===== config.mk =====
export PLATFORM = sky130hd
export DESIGN_NAME = nic_regfile
export DESIGN_NICKNAME = d
export VERILOG_FILES = /design/src/rtl/nic_regfile_pkg.sv /design/src/rtl/nic_cfg_bank.sv /design/src/rtl/nic_cmd_ctl.sv /design/src/rtl/nic_int_ctl.sv /design/src/rtl/nic_regfile.sv
export SDC_FILE = /design/constraint.sdc
export NUM_CORES = 1
export LEC_CHECK = 0
export BUFFER_PORTS_ARGS = -buffer_cell sky130_fd_sc_hd__buf_2
export CAP_MARGIN = 20
export CORE_UTILIZATION = 45
export CTS_CLUSTER_DIAMETER = 200
export CTS_CLUSTER_SIZE = 10
export DETAILED_ROUTE_END_ITERATION = 10
export PLACE_DENSITY = 0.65
export REMOVE_ABC_BUFFERS = 1
export SLEW_MARGIN = 20
export SYNTH_ARGS = -nofsm -noshare
export SYNTH_HDL_FRONTEND = slang
export SYNTH_SLANG_ARGS = --single-unit

===== constraint.sdc =====
create_clock -name clk -period 2.34 [get_ports clk]
set_clock_uncertainty 0.05 [all_clocks]
set_input_delay 0.468 -clock clk [delete_from_list [all_inputs] [get_ports clk]]
set_output_delay 0.468 -clock clk [all_outputs]
set_load 0.03 [all_outputs]

===== src/rtl/nic_regfile_pkg.sv =====
package nic_regfile_pkg;
  localparam int DW = 8;
  localparam int OW = 4;

  localparam logic [1:0] PG0 = 2'd0;
  localparam logic [1:0] PG1 = 2'd1;

  // command register bit positions
  localparam int B_STOP  = 0;
  localparam int B_START = 1;
  localparam int B_XMIT  = 2;
  localparam int B_RRD   = 3;
  localparam int B_RWR   = 4;

  // status bit positions
  localparam int S_TX  = 1;
  localparam int S_RDC = 6;
  localparam int S_RST = 7;

  // page 0 offsets
  localparam logic [OW-1:0] O_RSTART = 4'd1;
  localparam logic [OW-1:0] O_RSTOP  = 4'd2;
  localparam logic [OW-1:0] O_BNDRY  = 4'd3;
  localparam logic [OW-1:0] O_XPAGE  = 4'd4;
  localparam logic [OW-1:0] O_XCNTL  = 4'd5;
  localparam logic [OW-1:0] O_XCNTH  = 4'd6;
  localparam logic [OW-1:0] O_STAT   = 4'd7;
  localparam logic [OW-1:0] O_RADRL  = 4'd8;
  localparam logic [OW-1:0] O_RADRH  = 4'd9;
  localparam logic [OW-1:0] O_RCNTL  = 4'd10;
  localparam logic [OW-1:0] O_RCNTH  = 4'd11;
  localparam logic [OW-1:0] O_DCFG   = 4'd14;
  localparam logic [OW-1:0] O_MASK   = 4'd15;

  localparam logic [DW-1:0] CMD_RST_VAL  = 8'h21;
  localparam logic [DW-1:0] STAT_RST_VAL = 8'h80;
  localparam logic [DW-1:0] TSTAT_OK     = 8'h01;
endpackage


===== src/rtl/nic_cfg_bank.sv =====
module nic_cfg_bank
  import nic_regfile_pkg::*;
#(
  parameter int STA_N = 6,
  parameter int MC_N  = 8,
  localparam int CW = 2 * DW,
  localparam int CUR_OFF = STA_N + 1,
  localparam int MC_BASE = STA_N + 2
) (
  input  logic          clk,
  input  logic          rst_n,
  input  logic          wr_en,
  input  logic [1:0]    page,
  input  logic [OW-1:0] off,
  input  logic [DW-1:0] wdata,
  output logic [DW-1:0] rdata,
  output logic [DW-1:0] ring_start,
  output logic [DW-1:0] ring_stop,
  output logic [DW-1:0] xmit_page,
  output logic [CW-1:0] xmit_cnt,
  output logic [CW-1:0] rdma_cnt,
  output logic [DW-1:0] data_cfg,
  output logic [DW-1:0] mask
);
  logic [DW-1:0] bndry_q, curpg_q;
  logic [CW-1:0] radr_q;
  logic [DW-1:0] sta_q [STA_N];
  logic [DW-1:0] mc_q  [MC_N];

  wire wr0 = wr_en && (page == PG0);
  wire wr1 = wr_en && (page == PG1);

  always_ff @(posedge clk) begin
    if (!rst_n) begin
      ring_start <= '0;
      ring_stop  <= '0;
      bndry_q    <= '0;
      xmit_page  <= '0;
      xmit_cnt   <= '0;
      radr_q     <= '0;
      rdma_cnt   <= '0;
      data_cfg   <= '0;
      mask       <= '0;
      curpg_q    <= '0;
    end else begin
      if (wr0) begin
        case (off)
          O_RSTART: ring_start <= wdata;
          O_RSTOP:  ring_stop  <= wdata;
          O_BNDRY:  bndry_q    <= wdata;
          O_XPAGE:  xmit_page  <= wdata;
          O_XCNTL:  xmit_cnt[DW-1:0]  <= wdata;
          O_XCNTH:  xmit_cnt[CW-1:DW] <= wdata;
          O_RADRL:  radr_q[DW-1:0]    <= wdata;
          O_RADRH:  radr_q[CW-1:DW]   <= wdata;
          O_RCNTL:  rdma_cnt[DW-1:0]  <= wdata;
          O_RCNTH:  rdma_cnt[CW-1:DW] <= wdata;
          O_DCFG:   data_cfg   <= wdata;
          O_MASK:   mask       <= wdata;
          default: ;
        endcase
      end
      if (wr1 && off == OW'(CUR_OFF)) curpg_q <= wdata;
    end
  end

  for (genvar g = 0; g < STA_N; g++) begin : g_sta
    always_ff @(posedge clk) begin
      if (!rst_n) sta_q[g] <= '0;
      else if (wr1 && off == OW'(g + 1)) sta_q[g] <= wdata;
    end
  end

  for (genvar g = 0; g < MC_N; g++) begin : g_mc
    always_ff @(posedge clk) begin
      if (!rst_n) mc_q[g] <= '0;
      else if (wr1 && off == OW'(MC_BASE + g)) mc_q[g] <= wdata;
    end
  end

  always_comb begin
    rdata = '0;
    if (page == PG0) begin
      case (off)
        O_BNDRY: rdata = bndry_q;
        O_RADRL: rdata = radr_q[DW-1:0];
        O_RADRH: rdata = radr_q[CW-1:DW];
        default: rdata = '0;
      endcase
    end else if (page == PG1) begin
      for (int i = 0; i < STA_N; i++)
        if (off == OW'(i + 1)) rdata = sta_q[i];
      if (off == OW'(CUR_OFF)) rdata = curpg_q;
      for (int i = 0; i < MC_N; i++)
        if (off == OW'(MC_BASE + i)) rdata = mc_q[i];
    end
  end

  AST_HALF_KEEP_ADR: assert property (@(posedge clk) disable iff (!rst_n)
    (wr0 && off == O_RADRL) |=> radr_q[CW-1:DW] == $past(radr_q[CW-1:DW]));
  AST_HALF_KEEP_CNT: assert property (@(posedge clk) disable iff (!rst_n)
    (wr0 && off == O_RCNTH) |=> rdma_cnt[DW-1:0] == $past(rdma_cnt[DW-1:0]));
  AST_HIGH_PAGE_INERT: assert property (@(posedge clk) disable iff (!rst_n)
    (wr_en && page[1]) |=> $stable(bndry_q) && $stable(mask) && $stable(curpg_q));
endmodule


===== src/rtl/nic_cmd_ctl.sv =====
module nic_cmd_ctl
  import nic_regfile_pkg::*;
#(
  localparam int CW = 2 * DW
) (
  input  logic          clk,
  input  logic          rst_n,
  input  logic          cmd_wr,
  input  logic [DW-1:0] wdata,
  input  logic [CW-1:0] rdma_cnt,
  input  logic [DW-1:0] xmit_page_cfg,
  input  logic [CW-1:0] xmit_cnt_cfg,
  input  logic          tx_ready,
  input  logic          tx_done,
  output logic [DW-1:0] cmd_q,
  output logic [DW-1:0] tstat_q,
  output logic          start_hit,
  output logic          dma_zero_hit,
  output logic          tx_valid,
  output logic [DW-1:0] tx_page,
  output logic [CW-1:0] tx_count
);
  logic xmit_hit;

  assign start_hit    = cmd_wr && wdata[B_START];
  assign dma_zero_hit = start_hit && (wdata[B_RRD] || wdata[B_RWR]) && (rdma_cnt == '0);
  assign xmit_hit     = start_hit && wdata[B_XMIT];

  always_ff @(posedge clk) begin
    if (!rst_n) begin
      cmd_q    <= CMD_RST_VAL;
      tstat_q  <= '0;
      tx_valid <= 1'b0;
      tx_page  <= '0;
      tx_count <= '0;
    end else begin
      if (cmd_wr)  cmd_q   <= wdata;
      if (tx_done) tstat_q <= TSTAT_OK;
      if (tx_valid && tx_ready) begin
        tx_valid <= 1'b0;
      end else if (xmit_hit && !tx_valid) begin
        tx_valid <= 1'b1;
        tx_page  <= xmit_page_cfg;
        tx_count <= xmit_cnt_cfg;
      end
    end
  end

  AST_TX_HOLD: assert property (@(posedge clk) disable iff (!rst_n)
    (tx_valid && !tx_ready) |=> tx_valid && $stable(tx_page) && $stable(tx_count));
  AST_TX_LAUNCH: assert property (@(posedge clk) disable iff (!rst_n)
    (xmit_hit && !tx_valid) |=> tx_valid && tx_count == $past(xmit_cnt_cfg));
  AST_TSTAT_DONE: assert property (@(posedge clk) disable iff (!rst_n)
    tx_done |=> tstat_q == TSTAT_OK);
endmodule


===== src/rtl/nic_int_ctl.sv =====
module nic_int_ctl
  import nic_regfile_pkg::*;
(
  input  logic          clk,
  input  logic          rst_n,
  input  logic          clr_wr,
  input  logic [DW-1:0] wdata,
  input  logic [DW-1:0] mask,
  input  logic          start_hit,
  input  logic          dma_zero_hit,
  input  logic          tx_done,
  input  logic [DW-2:0] evt_pulse,
  output logic [DW-1:0] stat_q,
  output logic          irq
);
  logic [DW-1:0] stat_d;

  always_comb begin
    stat_d = stat_q;
    if (clr_wr) stat_d[DW-2:0] = stat_d[DW-2:0] & ~wdata[DW-2:0];
    if (start_hit) stat_d[S_RST] = 1'b0;
    stat_d[DW-2:0] = stat_d[DW-2:0] | evt_pulse;
    if (tx_done) stat_d[S_TX] = 1'b1;
    if (dma_zero_hit) stat_d[S_RDC] = 1'b1;
  end

  always_ff @(posedge clk) begin
    if (!rst_n) stat_q <= STAT_RST_VAL;
    else        stat_q <= stat_d;
  end

  assign irq = |(stat_q & mask);

  AST_RST_STICKY: assert property (@(posedge clk) disable iff (!rst_n)
    (stat_q[S_RST] && !start_hit) |=> stat_q[S_RST]);
  AST_START_CLR: assert property (@(posedge clk) disable iff (!rst_n)
    start_hit |=> !stat_q[S_RST]);
  AST_W1C: assert property (@(posedge clk) disable iff (!rst_n)
    (clr_wr && evt_pulse == '0 && !tx_done && !dma_zero_hit)
      |=> (stat_q[DW-2:0] & $past(wdata[DW-2:0])) == '0);
  AST_DMA_SET: assert property (@(posedge clk) disable iff (!rst_n)
    dma_zero_hit |=> stat_q[S_RDC]);
  AST_SET_WINS: assert property (@(posedge clk) disable iff (!rst_n)
    (evt_pulse != '0) |=> (stat_q[DW-2:0] & $past(evt_pulse)) == $past(evt_pulse));
  AST_IRQ_MASKED: assert property (@(posedge clk) disable iff (!rst_n)
    (mask == '0) |-> !irq);
endmodule


===== src/rtl/nic_regfile.sv =====
module nic_regfile
  import nic_regfile_pkg::*;
#(
  parameter int STA_N = 6,
  parameter int MC_N  = 8
) (
  input  logic          clk,
  input  logic          rst_n,
  input  logic          wr_en,
  input  logic [3:0]    addr,
  input  logic [7:0]    wdata,
  output logic [7:0]    rdata,
  input  logic [6:0]    evt_pulse,
  input  logic          tx_done,
  output logic          tx_valid,
  input  logic          tx_ready,
  output logic [7:0]    tx_page,
  output logic [15:0]   tx_count,
  output logic [7:0]    ring_start,
  output logic [7:0]    ring_stop,
  output logic [15:0]   rdma_count,
  output logic [7:0]    data_cfg,
  output logic          irq
);
  localparam int CW = 2 * DW;

  logic [DW-1:0] cmd_q, tstat_q, stat_q, mask, bank_rdata, xmit_page;
  logic [CW-1:0] xmit_cnt;
  logic [1:0]    page;
  logic          cmd_wr, reg_wr, stat_wr, start_hit, dma_zero_hit;

  assign page    = cmd_q[DW-1:DW-2];
  assign cmd_wr  = wr_en && (addr == '0);
  assign reg_wr  = wr_en && (addr != '0);
  assign stat_wr = reg_wr && (page == PG0) && (addr == O_STAT);

  nic_cfg_bank #(.STA_N(STA_N), .MC_N(MC_N)) u_bank (
    .clk(clk), .rst_n(rst_n), .wr_en(reg_wr), .page(page), .off(addr),
    .wdata(wdata), .rdata(bank_rdata), .ring_start(ring_start),
    .ring_stop(ring_stop), .xmit_page(xmit_page), .xmit_cnt(xmit_cnt),
    .rdma_cnt(rdma_count), .data_cfg(data_cfg), .mask(mask)
  );

  nic_cmd_ctl u_cmd (
    .clk(clk), .rst_n(rst_n), .cmd_wr(cmd_wr), .wdata(wdata),
    .rdma_cnt(rdma_count), .xmit_page_cfg(xmit_page), .xmit_cnt_cfg(xmit_cnt),
    .tx_ready(tx_ready), .tx_done(tx_done), .cmd_q(cmd_q), .tstat_q(tstat_q),
    .start_hit(start_hit), .dma_zero_hit(dma_zero_hit), .tx_valid(tx_valid),
    .tx_page(tx_page), .tx_count(tx_count)
  );

  nic_int_ctl u_int (
    .clk(clk), .rst_n(rst_n), .clr_wr(stat_wr), .wdata(wdata), .mask(mask),
    .start_hit(start_hit), .dma_zero_hit(dma_zero_hit), .tx_done(tx_done),
    .evt_pulse(evt_pulse), .stat_q(stat_q), .irq(irq)
  );

  always_comb begin
    if (addr == '0)                          rdata = cmd_q;
    else if (page == PG0 && addr == O_XPAGE) rdata = tstat_q;
    else if (page == PG0 && addr == O_STAT)  rdata = stat_q;
    else                                     rdata = bank_rdata;
  end

  AST_CMD_READBACK: assert property (@(posedge clk) disable iff (!rst_n)
    cmd_wr |=> page == $past(wdata[DW-1:DW-2]));
  AST_NO_DMA_WITHOUT_START: assert property (@(posedge clk) disable iff (!rst_n)
    (cmd_wr && !wdata[B_START] && !stat_q[S_RDC] && evt_pulse == '0) |=> !stat_q[S_RDC]);
endmodule


Yosys cells after proc, flatten, opt, wreduce, memory -nomap -nowiden

Memories as Yosys holds them, arrays and structs flattened.
Index checks and enable logic that the tools add are counted.

Equal/unequal tests: 16
Mux-type cells: 81
Bitwise gates (word level): 20
Reduce and logical (&&, ||, !) cells: 49

Operators with widths:

| cell                 | count |
|---|---|
| $mux W8              | 34 |
| $mux W1              | 45 |
| $eq A4 B4 Y1 const B | 8 |
| $logic_and A1 B1 Y1  | 28 |
| $reduce_and A2 Y1    | 13 |
| $pmux W8 S3          | 1 |
| $eq A4 B3 Y1 const B | 4 |
| $logic_not A16 Y1    | 1 |
| $or A1 B1 Y1         | 14 |
| $and A8 B8 Y8        | 1 |
| $eq A4 B2 Y1 const B | 2 |
| $reduce_or A8 Y1     | 1 |
| $and A7 B7 Y7        | 1 |
| $mux W7              | 1 |
| $not A7 Y7           | 1 |
| $or A7 B7 Y7         | 1 |
| $eq A4 B1 Y1 const B | 1 |
| $logic_not A4 Y1     | 1 |
| $reduce_bool A4 Y1   | 1 |
| $eq A2 B1 Y1 const B | 1 |
| $logic_not A2 Y1     | 1 |
| $not A1 Y1           | 2 |
| $reduce_or A2 Y1     | 1 |
| $logic_not A1 Y1     | 1 |
| $logic_or A1 B1 Y1   | 1 |

Output and inout port bits: 74
Bits of input ports: 24
RAM bits: 112
Memories kept: 2
Word-level logic and storage cells: 188
Flip-flop bits (word level): 146

Memories:

| name         | words | width | read ports | clocked after memory_dff | write ports | line               | text |
|---|---|---|---|---|---|---|---|
| u_bank.mc_q  | 8     | 8     | 8          | 0                        | 8           | nic_cfg_bank.sv:28 | `logic [DW-1:0] mc_q [MC_N];` |
| u_bank.sta_q | 6     | 8     | 6          | 0                        | 6           | nic_cfg_bank.sv:27 | `logic [DW-1:0] sta_q [STA_N];` |

Logic depth before layout (Yosys ltp)

Depth after elaboration: 21
Gate-level depth with buffers: 9
Mapped depth without buffers: 5

Modules after synthesis

A second synthesis with hierarchy kept.

Cells, all modules: 1217
Area, all modules: 12542.0 µm²

By module, submodules not included:

| module       | area each (µm²) | cells each | instances | sequential area each (µm²) |
|---|---|---|---|---|
| nic_cfg_bank | 10473.8         | 972        | 1         | 5445.2 |
| nic_cmd_ctl  | 1385.1          | 152        | 1         | 680.7 |
| nic_regfile  | 365.4           | 63         | 1         | 0.0 |
| nic_int_ctl  | 317.8           | 30         | 1         | 160.2 |

Worst setup path before layout

OpenSTA, ideal clock, no wires.

Path type: input-to-output
Start: in addr[3]
End: out rdata[7]
Path slack: -330 ps
Data required time: 1822 ps
Buffers on the path: 4
Arrival: 2152 ps
Stages: 8
Cells stage by stage: buf_2 buf_2 clkbuf_1 clkbuf_1 o21ai_0 a21oi_1 a211oi_1 o221ai_1

Word-level cells in the longest chain between the ends: 21
Elaborated cells between the ends (all ways): 39
Those cells by class: eq/ne: 15; mux: 21; reduce/logical: 3

RTL lines:

| what                 | line               | text |
|---|---|---|
| from (decl)          | nic_regfile.sv:10  | `input logic [3:0] addr,` |
| $eq A4 B1 Y1         | nic_cfg_bank.sv:92 | `if (off == OW'(i + 1)) rdata = sta_q[i];` |
| $mux W8 (6 in a row) | nic_cfg_bank.sv:92 |  |
| $mux W8              | nic_cfg_bank.sv:93 | `if (off == OW'(CUR_OFF)) rdata = curpg_q;` |
| $mux W8 (8 in a row) | nic_cfg_bank.sv:95 | `if (off == OW'(MC_BASE + i)) rdata = mc_q[i];` |
| $mux W8              | nic_cfg_bank.sv:90 | `end else if (page == PG1) begin` |
| $mux W8              | nic_cfg_bank.sv:83 | `if (page == PG0) begin` |
| $mux W8              | nic_regfile.sv:61  | `else if (page == PG0 && addr == O_STAT) rdata = stat_q;` |
| $mux W8              | nic_regfile.sv:60  | `else if (page == PG0 && addr == O_XPAGE) rdata = tstat_q;` |
| $mux W8 (*)          | nic_regfile.sv:59  | `if (addr == '0) rdata = cmd_q;` |
| to (decl)            | nic_regfile.sv:12  | `output logic [7:0] rdata,` |

Every way passes the cells marked *; elsewhere a longest branch is shown, timed or not.

Final worst setup path

Start: reg u_cmd.cmd_q[6]
End: out rdata[6]

Word-level cells in the longest chain between the ends: 6
Elaborated cells between the ends (all ways): 9
Those cells by class: eq/ne: 1; mux: 5; reduce/logical: 3

RTL lines:

| what                   | line               | text |
|---|---|---|
| from (decl)            | nic_cmd_ctl.sv:15  | `output logic [DW-1:0] cmd_q,` |
| from (signal assigned) | nic_cmd_ctl.sv:37  | `if (cmd_wr) cmd_q <= wdata;` |
| $eq A2 B1 Y1           | nic_cfg_bank.sv:90 |  |
| $mux W8                | nic_cfg_bank.sv:90 |  |
| $mux W8                | nic_cfg_bank.sv:83 |  |
| $mux W8                | nic_regfile.sv:61  |  |
| $mux W8                | nic_regfile.sv:60  |  |
| $mux W8 (*)            | nic_regfile.sv:59  |  |

Marked as above.

==> out/metrics.cfg <==
[synth]
synth.cell_area_um2 = 11900
synth_compound_area_share_pct = 10.9
yosys.area_share.simple_pct = 19.9
synth_edf_count = 112
synth_fa_ha_area_share_pct = 0
syn_area_per_cell_um2 = 11.0
synthXorXnorAreaFrac_pct = 0
synth_top_family_by_area = simple AND/OR/NAND/NOR gates
yosysWarnings = 0
synth_mux_area_share_pct = 13.0
synthCells = 1088
synth-main-ff-cell = dfxtp_1
ys_ff_latch = 258
seq_area_frac_synth_pct = 52.7
synth.distinct_cells = 63
postSynth.asyncResetShare_pct = 0

[sta]
min_period_ns = 2.75
fmax_mhz = 363
setup_ws_ns = -0.414
worst_pin_slew_ns = 0.781
finalCritPeriodShare_pct = 118
slew_viol_final = 0
rsz0062_at_grt = true
setup_viol = 8
final_hold_viol_count = 0
max-slew-margin-rel_pct = 47.9

[status]
violations = negative setup slack
status = complete, but fails checks

[cells_and_area]
area_growth_pct = 25.0
final_area_um2 = 14900
final_common_cell = dfxtp_1
final_util_pct = 57.2
final_cell_mix = 145 x dfxtp_1, 144 x buf_4, 133 x mux2i_1, 129 x nor2b_1, 115 x and2_1
layout.nets = 1314
fin_cells = 1638
drive_gt1_share_pct = 27.7
num_antenna_cells = 0

[setup_path]
critPathCaptureType = primary output
startpoint_type = flop
crit_fanout = 4
timing_worst_setup_path_type = flop to primary output
arrival_ns = 2.24
cp_data_required_time_ns = 1.82

[clocking]
cts_buffers = 29
clock_path_buffers = 3
cts.sinks = 258
cts_max_level = 1
clk_pin_slew_ns = 0.06
cts-root-buf = clkbuf_16
cts_tree = done
clk_latency_ns = 0.54

[drt]
wirelength_um = 35100
dr_total_vias = 8926
drc = 0
dr.first_iter.drc_count = 569
antenna_left = 0
drtPass1Iterations = 7
vias_per_cell = 5.45
wl_per_cell_um = 21.4

[place]
port-buffer-count = 97
dp_hpwl_um = 24500
place.gp.congestion = 0.970
dpl.cell_count = 1590
place_area_um2 = 13800

[grt]
first_global_vias = 8940
antenna_found_initial = 1
gr-total-overflow = 0
grt_usage_pct = 26.4
grt_first_pass_wirelength_um = 53700
grt_max_degree = 79

[run]
maxCapViolCount = 0

[floorplan]
die_h_um = 165
io_pins = 98
die_area_um2 = 27200
start_util_pct = 45.8
fp-row-count = 59
core-area_um2 = 26100
die_w_um = 165

[pwr]
peakVddDrop_v = 0.000641
p_per_area_nw_per_um2 = 655
leakagePower_uw = 0.00627

[worst_hold_path]
hold_path_class = input pin to flop

-- logic make-up (layout without fill, tap and decap cells) --
logic type,after synthesis,after routing
multiplexers,151,151
flip-flops,258,258
buffers and inverters,93,308
AND/OR/NAND/NOR,398,398
AO/OA/AOI/OAI,188,188
-- synth_stat cells (all sizes together), types with 7 or more instances --
master,instances,share of area [%]
a21boi,24,1.5
a21oi,26,1.1
a221oi,9,0.66
a22o,7,0.51
a22oi,14,0.88
a32oi,7,0.51
and2,115,6.0
buf,28,1.4
clkbuf,59,1.9
dfxtp,146,25
edfxtp,112,28
mux2,15,1.4
mux2i,134,11
nand2,40,1.3
nand2b,14,0.73
nand3,30,1.6
nor2,32,1.1
nor2b,130,6.8
nor3,18,0.94
nor4,7,0.49
o21ai,40,1.7
o22ai,10,0.52
-- power by group --
| group | internal, µW | leakage (µW) | switching [µW] |
|---|---|---|---|
| clock network | 2280 | 0.000381 | 1700 |
| registers | 4790 | 0.00234 | 52.9 |
| logic | 390 | 0.00355 | 550 |
-- critical path, cell delays in order (launching register included) --
cell and delay, ns:
dfxtp_2 0.31, or2_4 0.26, a2111oi_1 0.50, a21oi_1 0.13, a21oi_2 0.20, o22ai_2 0.13, buf_6 0.15
-- path summary, 6_finish.rpt --
check / start / endpoint / slack [ns] / depth (start not counted)
worst max register to register: u_cmd.cmd_q[6] / u_bank.mc_q[0][28] / 0.22 / 8
worst max-delay path: u_cmd.cmd_q[6] / rdata[6] / -0.41 / 6
worst min register to register: u_cmd.cmd_q[2] / u_cmd.cmd_q[2] / 0.42 / 2
worst min-delay path: evt_pulse[0] / u_int.stat_q[0] / 0.08 / 2
-- per-stage QoR --
stage | setup TNS [ns] | hold slack, ns | setup slack (ns) | power [µW]
6_report | -2.98 | 0.0819 | -0.414 | 9770
5_1_grt | -3.55 | 0.0684 | -0.496 | 10100
4_1_cts | -3.28 | 0.0638 | -0.451 | 9830
3_5_place_dp | -51.87 | 0.410 | -0.663 | 5820
3_3_place_gp | -51.24 | 0.403 | -0.686 | 5810
2_1_floorplan | -9.13 | 0.385 | -0.272 | 5260
-- metal layers --
layer	up-vias	global-route usage, %	wire length [µm]
met5	-	0	13
met4	2	6.59	684
met3	52	4.90	2140
met2	259	43.0	16200
met1	4337	36.2	16100
li1	4276	-	-
-- sequential cells by signal, indices dropped and copies added (netlist names) --
name / flops
u_bank.bndry_q: 8
u_bank.curpg_q: 8
u_bank.data_cfg: 8
u_bank.mask: 8
u_bank.mc_q: 64
u_bank.radr_q: 16
u_bank.rdma_cnt: 16
u_bank.ring_start: 8
u_bank.ring_stop: 8
u_bank.sta_q: 48
u_bank.xmit_cnt: 16
u_bank.xmit_page: 8
u_cmd.cmd_q: 8
u_cmd.tstat_q: 1
u_cmd.tx_count: 16
u_cmd.tx_page: 8
u_cmd.tx_valid: 1
u_int.stat_q: 8
-- final cells by class --
| class | count | area [µm²] |
|---|---|---|
| clock buffers | 44 | 792 |
| fillers | 2262 | 11100 |
| inverters | 6 | 22.5 |
| multi-input cells | 737 | 5440 |
| flip-flops and latches | 258 | 6290 |
| well taps | 335 | 419 |
| repair buffers | 258 | 1960 |
-- timing repair --
action                                 in CTS  in global routing
setup buffers                               1                  4
setup endpoints to repair                   8                 74
pin swaps                                  10                  5
endpoints found under the hold margin       0                  0
hold buffers                                0                  0
resized for setup                          53                 22
Power figures use the tool's default switching activity.
